[src/rtl/bist_chk_pkg.sv]
package bist_chk_pkg;

  typedef enum logic [1:0] {
    LN_LOAD  = 2'd0,
    LN_SEED  = 2'd1,
    LN_CHECK = 2'd2
  } lane_phase_e;

  localparam int          SEL_W   = 3;
  localparam logic [2:0]  SEL_ALL = 3'd6;
  localparam int          PN_LEN  = 15;

  // allowed bit errors for a given number of checked bits
  function automatic longint ber_limit(input longint bits, input longint den);
    return bits / den;
  endfunction

endpackage

[src/rtl/bist_act_filter.sv]
module bist_act_filter #(
  parameter int DEB = 4
) (
  input  logic clk,
  input  logic rst_n,
  input  logic raw,
  output logic level,
  output logic flip
);
  localparam int CNT_W = $clog2(DEB + 1);

  logic [CNT_W-1:0] run_q;

  assign flip = (raw != level) && (run_q == CNT_W'(DEB - 1));

  always_ff @(posedge clk) begin
    if (!rst_n) begin
      level <= 1'b0;
      run_q <= '0;
    end else if (raw == level) begin
      run_q <= '0;
    end else if (flip) begin
      level <= raw;
      run_q <= '0;
    end else begin
      run_q <= run_q + CNT_W'(1);
    end
  end
endmodule

[src/rtl/bist_lane.sv]
module bist_lane
  import bist_chk_pkg::*;
#(
  parameter int W           = 10,
  parameter int CHECK_WORDS = 2000000,
  parameter int BER_DEN     = 10000000
) (
  input  logic         clk,
  input  logic         rst_n,
  input  logic         en,
  input  logic         bitmode,
  input  logic [W-1:0] rx_word,
  input  logic         rx_lock_n,
  output logic [W-1:0] out_word,
  output logic         out_lock_n,
  output logic         done,
  output logic         pass
);
  localparam int          CW         = $clog2(CHECK_WORDS + 1);
  localparam longint      TOTAL_BITS = longint'(CHECK_WORDS) * longint'(W);
  localparam int          EW         = $clog2(TOTAL_BITS + 1);
  localparam logic [EW-1:0] LIM_V    = EW'(ber_limit(TOTAL_BITS, longint'(BER_DEN)));
  localparam int          HI         = PN_LEN - W;   // bits kept from the first seed word

  // advance the sequence by one word: returns {word, new state}
  function automatic logic [W+PN_LEN-1:0] pn_step(input logic [PN_LEN-1:0] s);
    logic [PN_LEN-1:0] st;
    logic [W-1:0]      wd;
    logic              nb;
    st = s;
    wd = '0;
    for (int i = 0; i < W; i++) begin
      nb = st[PN_LEN-1] ^ st[PN_LEN-2];
      st = {st[PN_LEN-2:0], nb};
      wd[W-1-i] = nb;
    end
    return {wd, st};
  endfunction

  lane_phase_e        phase_q;
  logic [HI-1:0]      first_q;
  logic [W-1:0]       exp_q;
  logic [PN_LEN-1:0]  pn_q;
  logic               sticky_q;
  logic [CW-1:0]      wcnt_q;
  logic [EW-1:0]      ecnt_q;

  logic [PN_LEN-1:0]  seed_state;
  logic [W+PN_LEN-1:0] seed_gen, run_gen;
  logic [W-1:0]       diff;
  logic               word_bad;
  logic [EW-1:0]      ecnt_sum;
  logic               last_word;

  always_comb begin
    seed_state = {first_q, rx_word};
    seed_gen   = pn_step(seed_state);
    run_gen    = pn_step(pn_q);
    diff       = (phase_q == LN_CHECK) ? (rx_word ^ exp_q) : '0;
    word_bad   = |diff;
    ecnt_sum   = ecnt_q + EW'($countones(diff));
    last_word  = (wcnt_q == CW'(CHECK_WORDS - 1));
  end

  always_ff @(posedge clk) begin
    if (!rst_n) begin
      phase_q    <= LN_LOAD;
      first_q    <= '0;
      exp_q      <= '0;
      pn_q       <= '0;
      sticky_q   <= 1'b0;
      wcnt_q     <= '0;
      ecnt_q     <= '0;
      done       <= 1'b0;
      pass       <= 1'b0;
      out_word   <= '0;
      out_lock_n <= 1'b1;
    end else if (!en) begin
      phase_q    <= LN_LOAD;
      sticky_q   <= 1'b0;
      out_word   <= rx_word;
      out_lock_n <= rx_lock_n;
    end else begin
      out_lock_n <= 1'b0;
      case (phase_q)
        LN_LOAD: begin
          first_q  <= rx_word[HI-1:0];
          sticky_q <= 1'b0;
          wcnt_q   <= '0;
          ecnt_q   <= '0;
          done     <= 1'b0;
          pass     <= 1'b0;
          out_word <= '0;
          phase_q  <= LN_SEED;
        end
        LN_SEED: begin
          {exp_q, pn_q} <= seed_gen;
          out_word      <= '0;
          phase_q       <= LN_CHECK;
        end
        LN_CHECK: begin
          {exp_q, pn_q} <= run_gen;
          sticky_q      <= sticky_q | word_bad;
          out_word      <= bitmode ? diff : {W{sticky_q | word_bad}};
          if (!done) begin
            wcnt_q <= wcnt_q + CW'(1);
            ecnt_q <= ecnt_sum;
            if (last_word) begin
              done <= 1'b1;
              pass <= (ecnt_sum <= LIM_V);
            end
          end
        end
        default: phase_q <= LN_LOAD;
      endcase
    end
  end
endmodule

[src/rtl/bist_standalone.sv]
module bist_standalone
  import bist_chk_pkg::*;
#(
  parameter int NCH         = 6,
  parameter int W           = 10,
  parameter int DEB         = 4,
  parameter int CHECK_WORDS = 2000000,
  parameter int BER_DEN     = 10000000
) (
  input  logic             clk,
  input  logic             rst_n,
  input  logic             tst_act,
  input  logic [SEL_W-1:0] tst_sel,
  input  logic             tst_bitmode,
  input  logic [NCH*W-1:0] rx_data,
  input  logic [NCH-1:0]   rx_lock_n,
  output logic [NCH*W-1:0] out_data,
  output logic [NCH-1:0]   out_lock_n,
  output logic [2*NCH-1:0] status
);
  logic           test_on;
  logic           act_flip;
  logic [NCH-1:0] chan_en;
  logic [NCH-1:0] lane_done, lane_pass;

  bist_act_filter #(.DEB(DEB)) u_filt (
    .clk   (clk),
    .rst_n (rst_n),
    .raw   (tst_act),
    .level (test_on),
    .flip  (act_flip)
  );

  for (genvar c = 0; c < NCH; c++) begin : g_lane
    assign chan_en[c] = test_on && ((tst_sel == SEL_W'(c)) || (tst_sel == SEL_ALL));

    bist_lane #(
      .W(W), .CHECK_WORDS(CHECK_WORDS), .BER_DEN(BER_DEN)
    ) u_lane (
      .clk        (clk),
      .rst_n      (rst_n),
      .en         (chan_en[c]),
      .bitmode    (tst_bitmode),
      .rx_word    (rx_data[c*W +: W]),
      .rx_lock_n  (rx_lock_n[c]),
      .out_word   (out_data[c*W +: W]),
      .out_lock_n (out_lock_n[c]),
      .done       (lane_done[c]),
      .pass       (lane_pass[c])
    );

    assign status[2*c+1] = lane_done[c];
    assign status[2*c]   = lane_pass[c];
  end

  logic unused_ok;
  assign unused_ok = act_flip;
endmodule

[config.mk]
export PLATFORM = sky130hd
export DESIGN_NAME = bist_standalone
export DESIGN_NICKNAME = d
export VERILOG_FILES = /design/src/rtl/bist_chk_pkg.sv /design/src/rtl/bist_act_filter.sv /design/src/rtl/bist_lane.sv /design/src/rtl/bist_standalone.sv
export SDC_FILE = /design/constraint.sdc
export NUM_CORES = 1
export LEC_CHECK = 0
export ABC_AREA = 1
export BUFFER_PORTS_ARGS = -buffer_cell sky130_fd_sc_hd__buf_2
export CAP_MARGIN = 20
export CORE_MARGIN = 5
export CORE_UTILIZATION = 50
export CTS_CLUSTER_DIAMETER = 120
export DETAILED_ROUTE_END_ITERATION = 6
export PLACE_DENSITY = 0.68
export SLEW_MARGIN = 20
export SYNTH_ARGS = -nofsm -noshare
export SYNTH_HDL_FRONTEND = slang
export SYNTH_SLANG_ARGS = --single-unit
[constraint.sdc]
create_clock -name clk -period 5.5 [get_ports clk]
set_input_delay 0.275 -clock clk [delete_from_list [all_inputs] [get_ports clk]]
set_output_delay 0.275 -clock clk [all_outputs]
set_load 0.01 [all_outputs]
Word-level counts from Yosys, hierarchy flattened
Cells that the tools add are included.
Word-level totals
  register bits: 556
  ROM bits: 0
  bits of input ports: 73
  memories: 0
  logic and storage cells: 516
  output and inout port bits: 78
  latch bits: 0
  RAM bits: 0
Cells by class
  multiplexer cells: 114
  shift-type cells: 0
  order comparisons: 6
  $mul: 0
  div/mod/pow operators: 0
  reduce and logical (&&, ||, !) cells: 82
  equality and inequality tests: 45
  add/sub/neg operators: 67
  bitwise operators: 134
Operator list (number)
  $add A25 B25 Y25: 30
  $pmux W25 S2: 6
  $pmux W21 S2: 6
  $pmux W10 S2: 12
  $mux W10: 18
  $pmux W15 S2: 6
  $le A25 B2 Y1 const B: 6
  $mux W25: 6
  $add A21 B1 Y21 const B: 6
  $eq A21 B21 Y1 const B: 6
  $mux W21: 6
  $xor A1 B1 Y1: 120
  $add A1 B1 Y2: 30
  $reduce_or A10 Y1: 6
  $xor A10 B10 Y10: 6
  $reduce_and A2 Y1: 25
  $pmux W1 S2: 18
  $pmux W2 S3: 6
  $mux W1: 30
  $reduce_and A4 Y1: 6
  $reduce_bool A2 Y1: 12
  $ne A3 B3 Y1 const B: 6
  $reduce_and A3 Y1: 6
  $eq A2 B1 Y1 const B: 6
  other kinds (17): 63

Logic depth before layout (Yosys ltp)
  word-level depth: 11
  mapped depth: 30
  gate-level depth less buffers: 29

Hierarchy
A second synthesis with hierarchy kept.
Second synthesis, totals
  cells, all modules: 4630
  area, all modules: 30628.1 sq um
Modules (own cells, without submodules)
  bist_lane at g_lane[0].u_lane ...: seq. area each 1641.6 sq um, cells each 761, area an instance 5051.1 sq um, times used 5
  bist_lane at g_lane[2].u_lane: seq. area each 1641.6 sq um, cells each 785, area an instance 5116.2 sq um, times used 1
  bist_act_filter: seq. area each 80.1 sq um, cells each 21, area an instance 178.9 sq um, times used 1
  bist_standalone: seq. area each 0.0 sq um, cells each 19, area an instance 77.6 sq um, times used 1

Worst setup path before layout
No wires, ideal clock.
  kind: flip-flop to flip-flop
  start point: reg g_lane[0].u_lane.phase_q[0]
  end point: reg g_lane[0].u_lane.pass
  period minus slack after synthesis: 5003 ps
  library setup time: 58 ps
  required time: 5442 ps
  data arrival time: 4945 ps
  cell stages (with the launch flop): 31
  path slack: 497 ps
  buffers on the path: 2
  path through: dfxtp_1 inv_1 ha_1 clkbuf_1 inv_1 clkbuf_1 nor2_1 ha_1 inv_1 fa_1 fa_1 fa_1 inv_1 ha_1 inv_1 fa_1 inv_1 nand3_1 nand2_1 nand2_1 nand2_1 nand2_1 nor2_1 nand3_1 nand2_1 nand3_1 nor2_1 nand2_1 nor2_1 nand2_1 nand2_1
On the way
  cells in the longest elaborated chain, start to end: 11
  elaborated cells between the ends (all ways): 21
  classes of those cells: 10 x add/sub; 1 x order compare; 3 x eq/ne; 4 x mux; 3 x reduce/logical
Ends and longest elaborated chain
  from (decl): line bist_lane.sv:40  | lane_phase_e phase_q;
  from (signal assigned): line bist_lane.sv:67  | phase_q <= LN_LOAD;
  from (signal assigned): line bist_lane.sv:79  | phase_q <= LN_LOAD;
  from (signal assigned): line bist_lane.sv:94  | phase_q <= LN_SEED;
  $eq A2 B2 Y1: line bist_lane.sv:59, bist_lane.sv:85
  $mux W10: line bist_lane.sv:59  | diff = (phase_q == LN_CHECK) ? (rx_word ^ exp_q) : '0;
  $add A1 B1 Y2 (not written as such): line bist_lane.sv:61  | ecnt_sum = ecnt_q + EW'($countones(diff));
  $add A25 B25 Y25 (not written as such) (3 in a row): line bist_lane.sv:61
  $add A25 B25 Y25: line bist_lane.sv:61
  $le A25 B2 Y1: line bist_lane.sv:110  | pass <= (ecnt_sum <= LIM_V);
  $mux W1: line bist_lane.sv:108  | if (last_word) begin
  $mux W1: line bist_lane.sv:105  | if (!done) begin
  $pmux W1 S2: line bist_lane.sv:85  | case (phase_q)
  to (signal assigned): line bist_lane.sv:110
  to (decl): line bist_lane.sv:17  | output logic pass
Several ways; a longest one is shown, not always the timed one. The select of a mux whose other input is x is not followed.
A chain may end at the register's enable or synchronous reset.

Worst setup path after layout
  start point: reg g_lane[1].u_lane.phase_q[0]
  end point: reg g_lane[1].u_lane.pass
On the way
  cells in the longest elaborated chain, start to end: 11
  elaborated cells between the ends (all ways): 21
  classes of those cells: 10 x add/sub; 1 x order compare; 3 x eq/ne; 4 x mux; 3 x reduce/logical
Ends and longest elaborated chain (line)
  from (decl): bist_lane.sv:40
  from (signal assigned): bist_lane.sv:67
  from (signal assigned): bist_lane.sv:79
  from (signal assigned): bist_lane.sv:94
  $eq A2 B2 Y1: bist_lane.sv:59, bist_lane.sv:85
  $mux W10: bist_lane.sv:59
  $add A1 B1 Y2 (not written as such): bist_lane.sv:61
  $add A25 B25 Y25 (not written as such) (3 in a row): bist_lane.sv:61
  $add A25 B25 Y25: bist_lane.sv:61
  $le A25 B2 Y1: bist_lane.sv:110
  $mux W1: bist_lane.sv:108
  $mux W1: bist_lane.sv:105
  $pmux W1 S2: bist_lane.sv:85
  to (signal assigned): bist_lane.sv:110
  to (decl): bist_lane.sv:17
Several ways; a longest one is shown, not always the timed one. The select of a mux whose other input is x is not followed.

==> impl_metrics.toml <==
[setup_path]
path_class = "reg -> reg"
critical_path_required_ps = 6060
start_kind = "flop"
reg2reg_setup_slack_ps = 420
crit_arrival_ps = 5630
cp_max_fo = 19
setup.worst_path.end_class = "flop"

[power_and_ir_drop]
p_total_uw = 7909
peakVddDrop_mv = 0.2298
p_leak_uw = 0.01509
seqPwrFrac_pct = 46.0
combPwrFrac_pct = 4.2
internal-power_uw = 6096
clkPwrFrac_pct = 49.8
p_sw_share_pct = 22.92
power.density_nw_per_um2 = 225.3
switching_power_uw = 1812

[detailed_routing]
drt-initial-drc-count = 2042
routed_via_density = 5.234
drc = 0
num_vias = 30057
drt-wirelength-per-cell_um = 14.25
wirelength_mm = 81.86
antenna_left = 0
firstDrtPassIters = 6

[layout]
final_common_cell = "nand2_1"
layout.nets = 5116
layout-area-overhead-vs-synth_pct = 12.32
num_antenna_cells = 0
drive_above_1_share_pct = 6.930
final_cell_mix = "nand2_1 (1,306), inv_1 (565), dfxtp_1 (496), a21oi_1 (475), nor2_1 (405)"
design_area_um2 = 35110

[sta]
fin_crit_sh_pct = 92.30
setup_tns_ps = 0
worst_pin_slew_ps = 1043
achievable-frequency_mhz = 197.0
hold_viol = 0
clock_skew_ps = 25.29
finalCriticalPeriod_ps = 5076
rsz0062_at_grt = "no"
final_max_slew_viol_count = 0
setup_violations = 0
relSlewSlack_pct = 30.48
fin_ws_ps = 423.6

[synth]
synth_warnings = 0
synth_flop_cell = "dfxtp_1"
ys_ff_latch = 496
syn_area_per_cell_um2 = 6.605
synth-compound-area-share_pct = 14.21
ys_types = 55
yosys.area_share.simple_pct = 31.25
syn-cell-area_um2 = 31250
syn-num-nets = 4987
synthMuxAreaShare_pct = 0
synthArstFlopShare_pct = 0
synth_edf_count = 0
synth-adder-area-share_pct = 8.295
synth_top_family_by_area = "simple AND/OR/NAND/NOR gates"
synth_xor_xnor_area_share_pct = 5.156
ys_seq_area_share_pct = 31.77
synthCells = 4732

[floorplan]
dieWidth_um = 260.0
ios = 151
die_h_um = 260.0
die-area_um2 = 67610
rows = 91
initial_utilization_pct = 50.55
core-area_um2 = 61830

[min_path]
hold_class = "in -> reg"

[clocking]
root_buffer = "clkbuf_16"
cts_buffers = 57
clkLatencyLatePin_ps = 630
cts_max_level = 2
tritoncts = "done"
clockBufferDepth = 3
post_cts_buffers = 0
clk_pin_slew_ps = 60
cts_sinks = 496

[outcome]
outcome = "complete, no violations"

[global_route]
grt_max_degree = 95
overflow = 0
grt_pass1_wl_mm = 135.9
grt_pass1_vias = 27761
grt_antenna_before_repair = 2
gr-usage-all-layers_pct = 23.42

[job]
maxCapViolCount = 0

[placed_design]
gp_congestion = 0.9237
pre_cts_slack_ps = 432.9
dpl_cell_area_um2 = 32520
io_buffers = 150
dp_hpwl_mm = 58.93
[sequential cells by signal, indices dropped and copies added (netlist names)]
name and cells:
u_filt.level 1, g_lane.u_lane.sticky_q 6, g_lane.u_lane.out_word 60, g_lane.u_lane.phase_q 12, g_lane.u_lane.first_q 30, u_filt.run_q 3
g_lane.u_lane.wcnt_q 126, g_lane.u_lane.pass 6, g_lane.u_lane.ecnt_q 150, g_lane.u_lane.out_lock_n 6, g_lane.u_lane.done 6, g_lane.u_lane.pn_q 90
[what timing repair did]
action | CTS | global route
gates resized for setup | 0 | 2
endpoints found under the hold margin | 109 | 0
hold buffers | 63 | 0
endpoints found under the setup margin | 0 | 2
[cells by family after synthesis]
logic type / after synthesis
AOI/OAI and AO/OA: 820
xor gates and xnor gates: 184
adders and majority gates: 182
buffers and inverters: 752
DFF: 496
and+or+nand+nor: 2298
[layout make-up]
type	count	area [um2]
clock inverters	17	245.2
inverters	586	2210
multi-input cells	3484	18420
fillers	6024	26720
flip-flops and latches	496	9930
clock buffers	87	1699
repair buffers	236	1556
well taps	837	1047
[worst max-delay path, stage by stage (launching register included)]
cell	delay, ps
dfxtp_1	330
inv_1	110
ha_1	570
nand2_1	110
nor2_1	200
ha_1	260
inv_1	80
fa_1	450
fa_1	570
fa_1	400
inv_1	70
ha_1	160
inv_1	50
fa_1	390
inv_1	90
nand4_1	120
nand2_1	250
nand2_1	110
inv_1	80
nand2_1	70
nand2_1	60
nand2_1	40
nor2_1	70
nand2_1	50
nor2_1	90
nand4_1	90
nand2_1	100
[metrics by stage]
step	instances	util, %	hold WS (ps)
floorplan	4732	-	378.1
global placement	5575	52.60	410.7
detailed placement	5575	52.60	416.0
CTS	5742	56.76	0.9793
global route	5743	56.78	53.38
finish	5743	56.78	44.46
[final timing paths]
kind,from,to,cells after the start
setup / recovery,g_lane[1].u_lane.phase_q[0]$_SDFFE_PN0N_,g_lane[1].u_lane.pass$_SDFFE_PN0P_,26
hold / removal,rx_data[28],g_lane[2].u_lane.pn_q[3]$_SDFFE_PN0P_,4
setup reg to reg,g_lane[1].u_lane.phase_q[0]$_SDFFE_PN0N_,g_lane[1].u_lane.pass$_SDFFE_PN0P_,26
hold reg to reg,u_filt.run_q[0]$_SDFF_PP0_,u_filt.run_q[0]$_SDFF_PP0_,1
[synth_stat cells, types with 67 or more instances]
master / count / area (um2)
nand2_1: 1306 / 4902
inv_1: 566 / 2125
dfxtp_1: 496 / 9930
a21oi_1: 475 / 2377
nor2_1: 405 / 1520
nand3_1: 286 / 1431
o21ai_0: 181 / 905.9
ha_1: 140 / 1752
clkbuf_1: 127 / 476.7
xor2_1: 117 / 1025
nor3_1: 88 / 440.4
nand4_1: 86 / 538.0
a31oi_1: 75 / 469.2
xnor2_1: 67 / 586.8
[power groups by stage]
stage / Clock, uW / Combinational (uW) / Sequential (uW)
after floorplan: 0 / 148 / 3730
after global placement: 0 / 294 / 3720
after detailed placement: 0 / 295 / 3720
after CTS: 4030 / 332 / 3640
after global routing: 4180 / 366 / 3640
final: 3940 / 335 / 3640
[layer usage]
metal / global-route usage [%] / wire (um) / vias up
met4: 6.267 / 2030 / 4
met5: 0 / 23 / -
met3: 3.495 / 4416 / 156
met1: 32.50 / 38990 / 13633
met2: 38.30 / 36400 / 672
li1: - / - / 15592
Power figures use the tool's default switching activity.
